### src/rtl/cg_pkg.sv
package cg_pkg;
  typedef enum logic [1:0] {
    GS_RUN    = 2'd0,
    GS_WSTOP  = 2'd1,
    GS_OFF    = 2'd2,
    GS_WSTART = 2'd3
  } gate_st_e;

  localparam int NGRP   = 4;
  localparam int GI_CPU = 0;
  localparam int GI_MEM = 1;
  localparam int GI_PCI = 2;
  localparam int GI_FIX = 3;
endpackage

### src/rtl/cg_sync.sv
module cg_sync #(
  parameter int           W       = 2,
  parameter logic [W-1:0] RST_VAL = '1
) (
  input  logic         clk,
  input  logic         rst_n,
  input  logic [W-1:0] d,
  output logic [W-1:0] q
);
  logic [W-1:0] s1_q, s2_q;

  always_ff @(posedge clk or negedge rst_n) begin
    if (!rst_n) begin
      s1_q <= RST_VAL;
      s2_q <= RST_VAL;
    end else begin
      s1_q <= d;
      s2_q <= s1_q;
    end
  end

  assign q = s2_q;
endmodule

### src/rtl/cg_restart_timer.sv
module cg_restart_timer #(
  parameter int CYC = 40
) (
  input  logic clk,
  input  logic rst_n,
  input  logic pd_i,
  output logic hold_o
);
  localparam int CW = $clog2(CYC + 1);

  logic [CW-1:0] cnt_q, cnt_d;

  always_comb begin
    cnt_d = cnt_q;
    if (pd_i) cnt_d = CW'(CYC);
    else if (cnt_q != '0) cnt_d = cnt_q - 1'b1;
  end

  always_ff @(posedge clk or negedge rst_n) begin
    if (!rst_n) cnt_q <= '0;
    else        cnt_q <= cnt_d;
  end

  assign hold_o = pd_i | (cnt_q != '0);


  restart_hold_chk: assert property (@(posedge clk) disable iff (!rst_n)
    $fell(pd_i) |-> hold_o);
endmodule

### src/rtl/cg_group_gate.sv
module cg_group_gate
  import cg_pkg::*;
#(
  parameter int LOG2 = 1,
  parameter int LAT  = 1
) (
  input  logic            clk,
  input  logic            rst_n,
  input  logic            stop_i,
  input  logic [LOG2-1:0] ph_i,
  output logic            clk_o,
  output logic            run_o
);
  localparam int            LW   = $clog2(LAT + 2);
  localparam logic [LOG2-1:0] HALF = LOG2'(1) << (LOG2 - 1);

  gate_st_e        st_q, st_d;
  logic [LW-1:0]   lat_q, lat_d;
  logic            clk_q, clk_d;
  logic            boundary, lat_done, en_d;
  logic [LOG2-1:0] ph_nx;

  assign boundary = &ph_i;
  assign lat_done = (lat_q >= LW'(LAT));
  assign ph_nx    = ph_i + 1'b1;

  always_comb begin
    st_d  = st_q;
    lat_d = lat_done ? lat_q : lat_q + 1'b1;
    case (st_q)
      GS_RUN: begin
        if (stop_i) begin
          st_d  = GS_WSTOP;
          lat_d = '0;
        end
      end
      GS_WSTOP: begin
        if (!stop_i)                  st_d = GS_RUN;
        else if (lat_done && boundary) st_d = GS_OFF;
      end
      GS_OFF: begin
        if (!stop_i) begin
          st_d  = GS_WSTART;
          lat_d = '0;
        end
      end
      GS_WSTART: begin
        if (stop_i)                    st_d = GS_OFF;
        else if (lat_done && boundary) st_d = GS_RUN;
      end
      default: st_d = GS_OFF;
    endcase
    en_d  = (st_d == GS_RUN) || (st_d == GS_WSTOP);
    clk_d = en_d & ~ph_nx[LOG2-1];
  end

  always_ff @(posedge clk or negedge rst_n) begin
    if (!rst_n) begin
      st_q  <= GS_RUN;
      lat_q <= '0;
      clk_q <= 1'b0;
    end else begin
      st_q  <= st_d;
      lat_q <= lat_d;
      clk_q <= clk_d;
    end
  end

  assign clk_o = clk_q;
  assign run_o = (st_q == GS_RUN) || (st_q == GS_WSTOP);


  full_rise_chk: assert property (@(posedge clk) disable iff (!rst_n)
    $rose(clk_q) |-> (ph_i == '0));

  full_fall_chk: assert property (@(posedge clk) disable iff (!rst_n)
    $fell(clk_q) |-> (ph_i == HALF));

  off_low_chk: assert property (@(posedge clk) disable iff (!rst_n)
    (st_q == GS_OFF) |-> !clk_q);
endmodule

### src/rtl/clk_stop_gate.sv
module clk_stop_gate
  import cg_pkg::*;
#(
  parameter int N_CPU       = 4,
  parameter int N_MEM       = 12,
  parameter int N_PCI       = 6,
  parameter int N_FIX       = 3,
  parameter int CPU_LOG2    = 1,
  parameter int PCI_LOG2    = 2,
  parameter int FIX_LOG2    = 3,
  parameter int STOP_LAT    = 1,
  parameter int RESTART_CYC = 40
) (
  input  logic             clk,
  input  logic             rst_n,
  input  logic             mode_strap,
  input  logic             cpu_stop_n,
  input  logic             pwr_dn_n,
  output logic [N_CPU-1:0] cpu_clk,
  output logic [N_MEM-1:0] mem_clk,
  output logic [N_PCI-1:0] pci_clk,
  output logic [N_FIX-1:0] fix_clk,
  output logic             pci_x,
  output logic             ref_x,
  output logic [NGRP-1:0]  grp_run
);
  localparam int CW_A = (CPU_LOG2 > PCI_LOG2) ? CPU_LOG2 : PCI_LOG2;
  localparam int CW   = (CW_A > FIX_LOG2) ? CW_A : FIX_LOG2;

  logic            strap_done, mode_q;
  logic [1:0]      pin_s;
  logic            cpu_req, pd_req, pd_hold;
  logic [CW-1:0]   cnt_q;
  logic [NGRP-1:0] stop_vec, g_clk;

  // strap capture: clock enable is the not-yet-captured flag
  always_ff @(posedge clk or negedge rst_n) begin
    if (!rst_n) begin
      strap_done <= 1'b0;
      mode_q     <= 1'b1;
    end else if (!strap_done) begin
      strap_done <= 1'b1;
      mode_q     <= mode_strap;
    end
  end

  cg_sync #(.W(2), .RST_VAL(2'b11)) u_sync (
    .clk  (clk),
    .rst_n(rst_n),
    .d    ({cpu_stop_n, pwr_dn_n}),
    .q    (pin_s)
  );

  assign cpu_req = ~pin_s[1] & ~mode_q;
  assign pd_req  = ~pin_s[0] & ~mode_q;

  cg_restart_timer #(.CYC(RESTART_CYC)) u_rst_tmr (
    .clk   (clk),
    .rst_n (rst_n),
    .pd_i  (pd_req),
    .hold_o(pd_hold)
  );

  // shared phase counter; reset to all ones so the first edge is a boundary
  always_ff @(posedge clk or negedge rst_n) begin
    if (!rst_n) cnt_q <= '1;
    else        cnt_q <= cnt_q + 1'b1;
  end

  always_comb begin
    stop_vec         = {NGRP{pd_hold}};
    stop_vec[GI_CPU] = cpu_req | pd_hold;
  end

  for (genvar g = 0; g < NGRP; g++) begin : g_grp
    localparam int GL = (g == GI_PCI) ? PCI_LOG2 :
                        (g == GI_FIX) ? FIX_LOG2 : CPU_LOG2;
    cg_group_gate #(.LOG2(GL), .LAT(STOP_LAT)) u_gate (
      .clk   (clk),
      .rst_n (rst_n),
      .stop_i(stop_vec[g]),
      .ph_i  (cnt_q[GL-1:0]),
      .clk_o (g_clk[g]),
      .run_o (grp_run[g])
    );
  end

  assign cpu_clk = {N_CPU{g_clk[GI_CPU]}};
  assign mem_clk = {N_MEM{g_clk[GI_MEM]}};
  assign pci_clk = {N_PCI{g_clk[GI_PCI]}};
  assign fix_clk = {N_FIX{g_clk[GI_FIX]}};
  assign pci_x   = mode_q & g_clk[GI_PCI];
  assign ref_x   = mode_q & g_clk[GI_FIX];


  strap_hold_chk: assert property (@(posedge clk) disable iff (!rst_n)
    strap_done |=> $stable(mode_q));

  strap_free_chk: assert property (@(posedge clk) disable iff (!rst_n)
    mode_q |-> (&grp_run));

  mem_phase_chk: assert property (@(posedge clk) disable iff (!rst_n)
    (grp_run[GI_CPU] && grp_run[GI_MEM]) |-> (g_clk[GI_CPU] == g_clk[GI_MEM]));
endmodule

### config.mk
export PLATFORM = sky130hd
export DESIGN_NAME = clk_stop_gate
export DESIGN_NICKNAME = d
export VERILOG_FILES = /design/src/rtl/cg_pkg.sv /design/src/rtl/cg_sync.sv /design/src/rtl/cg_restart_timer.sv /design/src/rtl/cg_group_gate.sv /design/src/rtl/clk_stop_gate.sv
export SDC_FILE = /design/constraint.sdc
export NUM_CORES = 1
export LEC_CHECK = 0
export ABC_AREA = 1
export BUFFER_PORTS_ARGS = -buffer_cell sky130_fd_sc_hd__buf_2
export CAP_MARGIN = 20
export CORE_ASPECT_RATIO = 0.6
export CORE_MARGIN = 5
export CORE_UTILIZATION = 52
export CTS_BUF_LIST = sky130_fd_sc_hd__clkbuf_4 sky130_fd_sc_hd__clkbuf_8
export DETAILED_ROUTE_END_ITERATION = 10
export PLACE_DENSITY_LB_ADDON = 0.05
export SLEW_MARGIN = 25
export SYNTH_ARGS = -nofsm -noshare
export SYNTH_HDL_FRONTEND = slang
export SYNTH_SLANG_ARGS = --single-unit
export TNS_END_PERCENT = 100
### constraint.sdc
create_clock -name clk -period 1.3 [get_ports clk]
set_input_delay 0.26 -clock clk [delete_from_list [all_inputs] [get_ports clk]]
set_output_delay 0.26 -clock clk [all_outputs]
set_load 0.02 [all_outputs]
==> results.toml <==
[timing]
grt_setup_unrepaired = "yes"
final_hold_viol_count = 0
totalNegativeSetupSlack_ns = -0.214
fmax_mhz = 740
timing.final.crit_share = 1.04
slew_violations = 0
final_critical_path_setup_slack_ns = -0.0514
fin_crit_ns = 1.35
clock_skew_ns = 0.00462
final_setup_violations = 12

[finish]
antennaDiodeCount = 0
final.fill_count = 310
nNetsFinal = 264
postLayoutCellArea_um2 = 2290
final_util = 0.625
area_growth_pct = 16.4
post_route_cells_drive_above_1_share = 0.375

[logic_synthesis]
netlist.top_cell.by_area = "dfrtp_1"
synth-edff-count = 0
ys_warn_count = 0
yosys.area.top_type_share = 0.344
ys_top_cells_by_area = "dfrtp_1, buf_4, dfstp_2"
syn-num-nets = 237
synth_seq_cells = 35
yosysSeqAreaShare = 0.451
synth.cells.most_frequent = "inv_1, nand2_1, buf_4, nand3_1, dfrtp_1"
post_synth_inst_count = 220
yosys_most_used_dff = "dfrtp_1"
mappedNetlistArea_um2 = 1960
post_synth_num_cell_types = 27
synthArstFlopShare = 1.00
avgSynthCellArea_um2 = 8.93

[floorplan]
initial_utilization = 0.537
fp-row-count = 17
boundaryPins = 36
fp.dieArea_um2 = 5150
die_h_um = 57.6
die-width_um = 89.3
core-area_um2 = 3660

[route]
route.detailed.drc = 0
routed_wl_mm = 3.81
first_iter_violations = 65
vias_post_dr = 1443
detail-route-antenna-nets = 0
routed_wire_length_per_instance_um = 12.9
avg_vias_per_cell = 4.89
drt-pass1-iter-count = 4

[worst_setup_path]
worst_setup_path_startpoint = "u_rst_tmr.cnt_q[0]"
worst_ep_arrival_time_ns = 1.56
worst_setup_path_start_kind = "flop"
timing.critical_path.required_ns = 1.51
worst-setup-path-type = "reg2reg"
critPathCaptureType = "flop"
reg2reg_to = "g_grp[3].u_gate.st_q[0]"
reg2reg_depth = 7
worst-path-max-fanout = 8
crit-reg2reg-launch = "u_rst_tmr.cnt_q[0]"
r2r_setup_slack_ns = -0.05

[hold_path]
timing.hold.worst.start = "cpu_stop_n"
worstHoldPathCells = 1
hold-path-endpoint = "u_sync.s1_q[1]"
holdCritPathClass = "in2reg"

[clock_network]
htree_levels = 2
clock_tree_from_tritoncts = "yes"
clock_slew_at_reported_path_ffs_ns = 0.07
clock_path_buffers = 2
cts_made_buffers = 5
clkLatencyLatePin_ns = 0.28
cts.sink_count = 35
cts-root-buf = "clkbuf_8"

[job]
drv_cap = 0

[place]
post-dp-hpwl_mm = 2.74
placement.io_buffers = 35
gpl.final_weighted_congestion = 0.820
placed_area_um2 = 2070
place_ws_ns = -0.117

[power]
power.share.sequential = 0.359
switching_power_uw = 2140
intPower_uw = 2870
total_leakage_power_uw = 0.00120
powerDensity_nw_per_um2 = 2190
worst_ir_drop_vdd_mv = 1.03
report.power.total_uw = 5010
comb_power_share = 0.476
clock_network_power_share = 0.165
netSwitchingFraction = 0.428

[run_status]
outcome = "finished, violations left"
failed_checks = "negative setup slack"

[global_routing]
globalRouteTotalUtil = 0.160
grt_first_pass_wirelength_mm = 6.43
first_global_vias = 1444
grt_start_max_net_pins = 22
antenna_found_initial = 0
grt_overflow_total = 0
[worst max-delay path by stage]
| stage | end | slack [ns] | cells past startpoint |
|---|---|---|---|
| final | g_grp[3].u_gate.st_q[0] | -0.05 | 7 |
| after global routing | g_grp[3].u_gate.st_q[0] | -0.15 | 7 |
| after CTS | ref_x | -0.03 | 3 |
| after detailed placement | g_grp[3].u_gate.clk_o | -0.12 | 5 |
| after global placement | g_grp[3].u_gate.clk_o | -0.1 | 5 |
| after floorplan | g_grp[2].u_gate.lat_q[1] | 0.002 | 8 |
[metal layers]
metal / vias up / routed length [µm] / global-route usage
met3: 2 / 225 / 0.0497
met4: 0 / 15 / 0.0467
met1: 680 / 1780 / 0.215
met2: 40 / 1780 / 0.250
met5: - / 0 / 0
li1: 721 / - / -
[final cells by class]
cell class / instances / area, µm² / share of cell area
inverter: 31 / 119 / 0.0520
clock buffer: 6 / 82.6 / 0.0361
timing repair buffer: 51 / 335 / 0.147
tap: 47 / 58.8 / 0.0257
multi-input combinational: 123 / 787 / 0.344
sequential: 35 / 888 / 0.388
clock inverter: 2 / 16.3 / 0.00711
[critical path, stage by stage (launching register included)]
cell and delay, ns:
dfrtp_1 0.39, inv_2 0.08, ha_4 0.15, nand3_4 0.11, nor2_8 0.20, buf_6 0.16, nand2_2 0.05, a21boi_2 0.14
[state kept, by name, indices dropped and copies added (netlist names)]
signal	cells
mode_q	1
g_grp.u_gate.clk_o	4
u_sync.q	2
u_rst_tmr.cnt_q	6
g_grp.u_gate.st_q	8
cnt_q	3
g_grp.u_gate.lat_q	8
strap_done	1
u_sync.s1_q	2
[cells in the final DEF (no fill, tap or decap), types with 2 or more instances in the layout]
cell type / n
dfrtp_1: 25
ha_4: 2
ha_1: 8
buf_2: 31
dfrtp_2: 2
nand2_1: 28
xor2_1: 2
nor2_1: 19
buf_6: 4
inv_2: 4
a21oi_1: 5
dfstp_2: 8
nor2_2: 2
o21ai_1: 3
nand4_1: 2
o21ai_0: 3
o21ai_2: 2
clkbuf_8: 6
ha_2: 2
a21boi_2: 2
nor2_4: 2
nand3_1: 28
inv_1: 26
buf_4: 14
[what timing repair did]
action,CTS,global route
hold buffers,1,0
buffers inserted,2,2
endpoints found under the hold margin,11,0
setup endpoints to repair,13,40
gates resized for setup,14,14
pin swaps,6,7
[power by group through the flow]
stage | registers (µW) | logic (µW) | clock network, µW
CTS | 1770 | 2290 | 848
finish | 1800 | 2390 | 827
global placement | 1770 | 2120 | 0
detailed placement | 1790 | 2210 | 0
global route | 1860 | 2670 | 906
floorplan | 1740 | 1850 | 0
[cell families (layout without fill, tap and decap cells)]
group / after synthesis / after routing / share of synthesized area
DFF: 35 / 35 / 0.451
and+or+nand+nor: 89 / 89 / 0.220
AOI/OAI and AO/OA: 18 / 18 / 0.0548
other: 1 / 1 / 0.00191
xor gates and xnor gates: 2 / 2 / 0.00892
buffers and inverters: 62 / 90 / 0.182
adders and majority gates: 12 / 12 / 0.0764
muxes: 1 / 1 / 0.00573
[metrics by stage]
step / std cells / hold slack [ns]
after floorplan: 220 / -0.0356
after global placement: 282 / 0.197
after detailed placement: 282 / 0.203
after CTS: 293 / 0.0633
after global routing: 295 / 0.0460
final: 295 / 0.0742
Power figures use the tool's default switching activity.
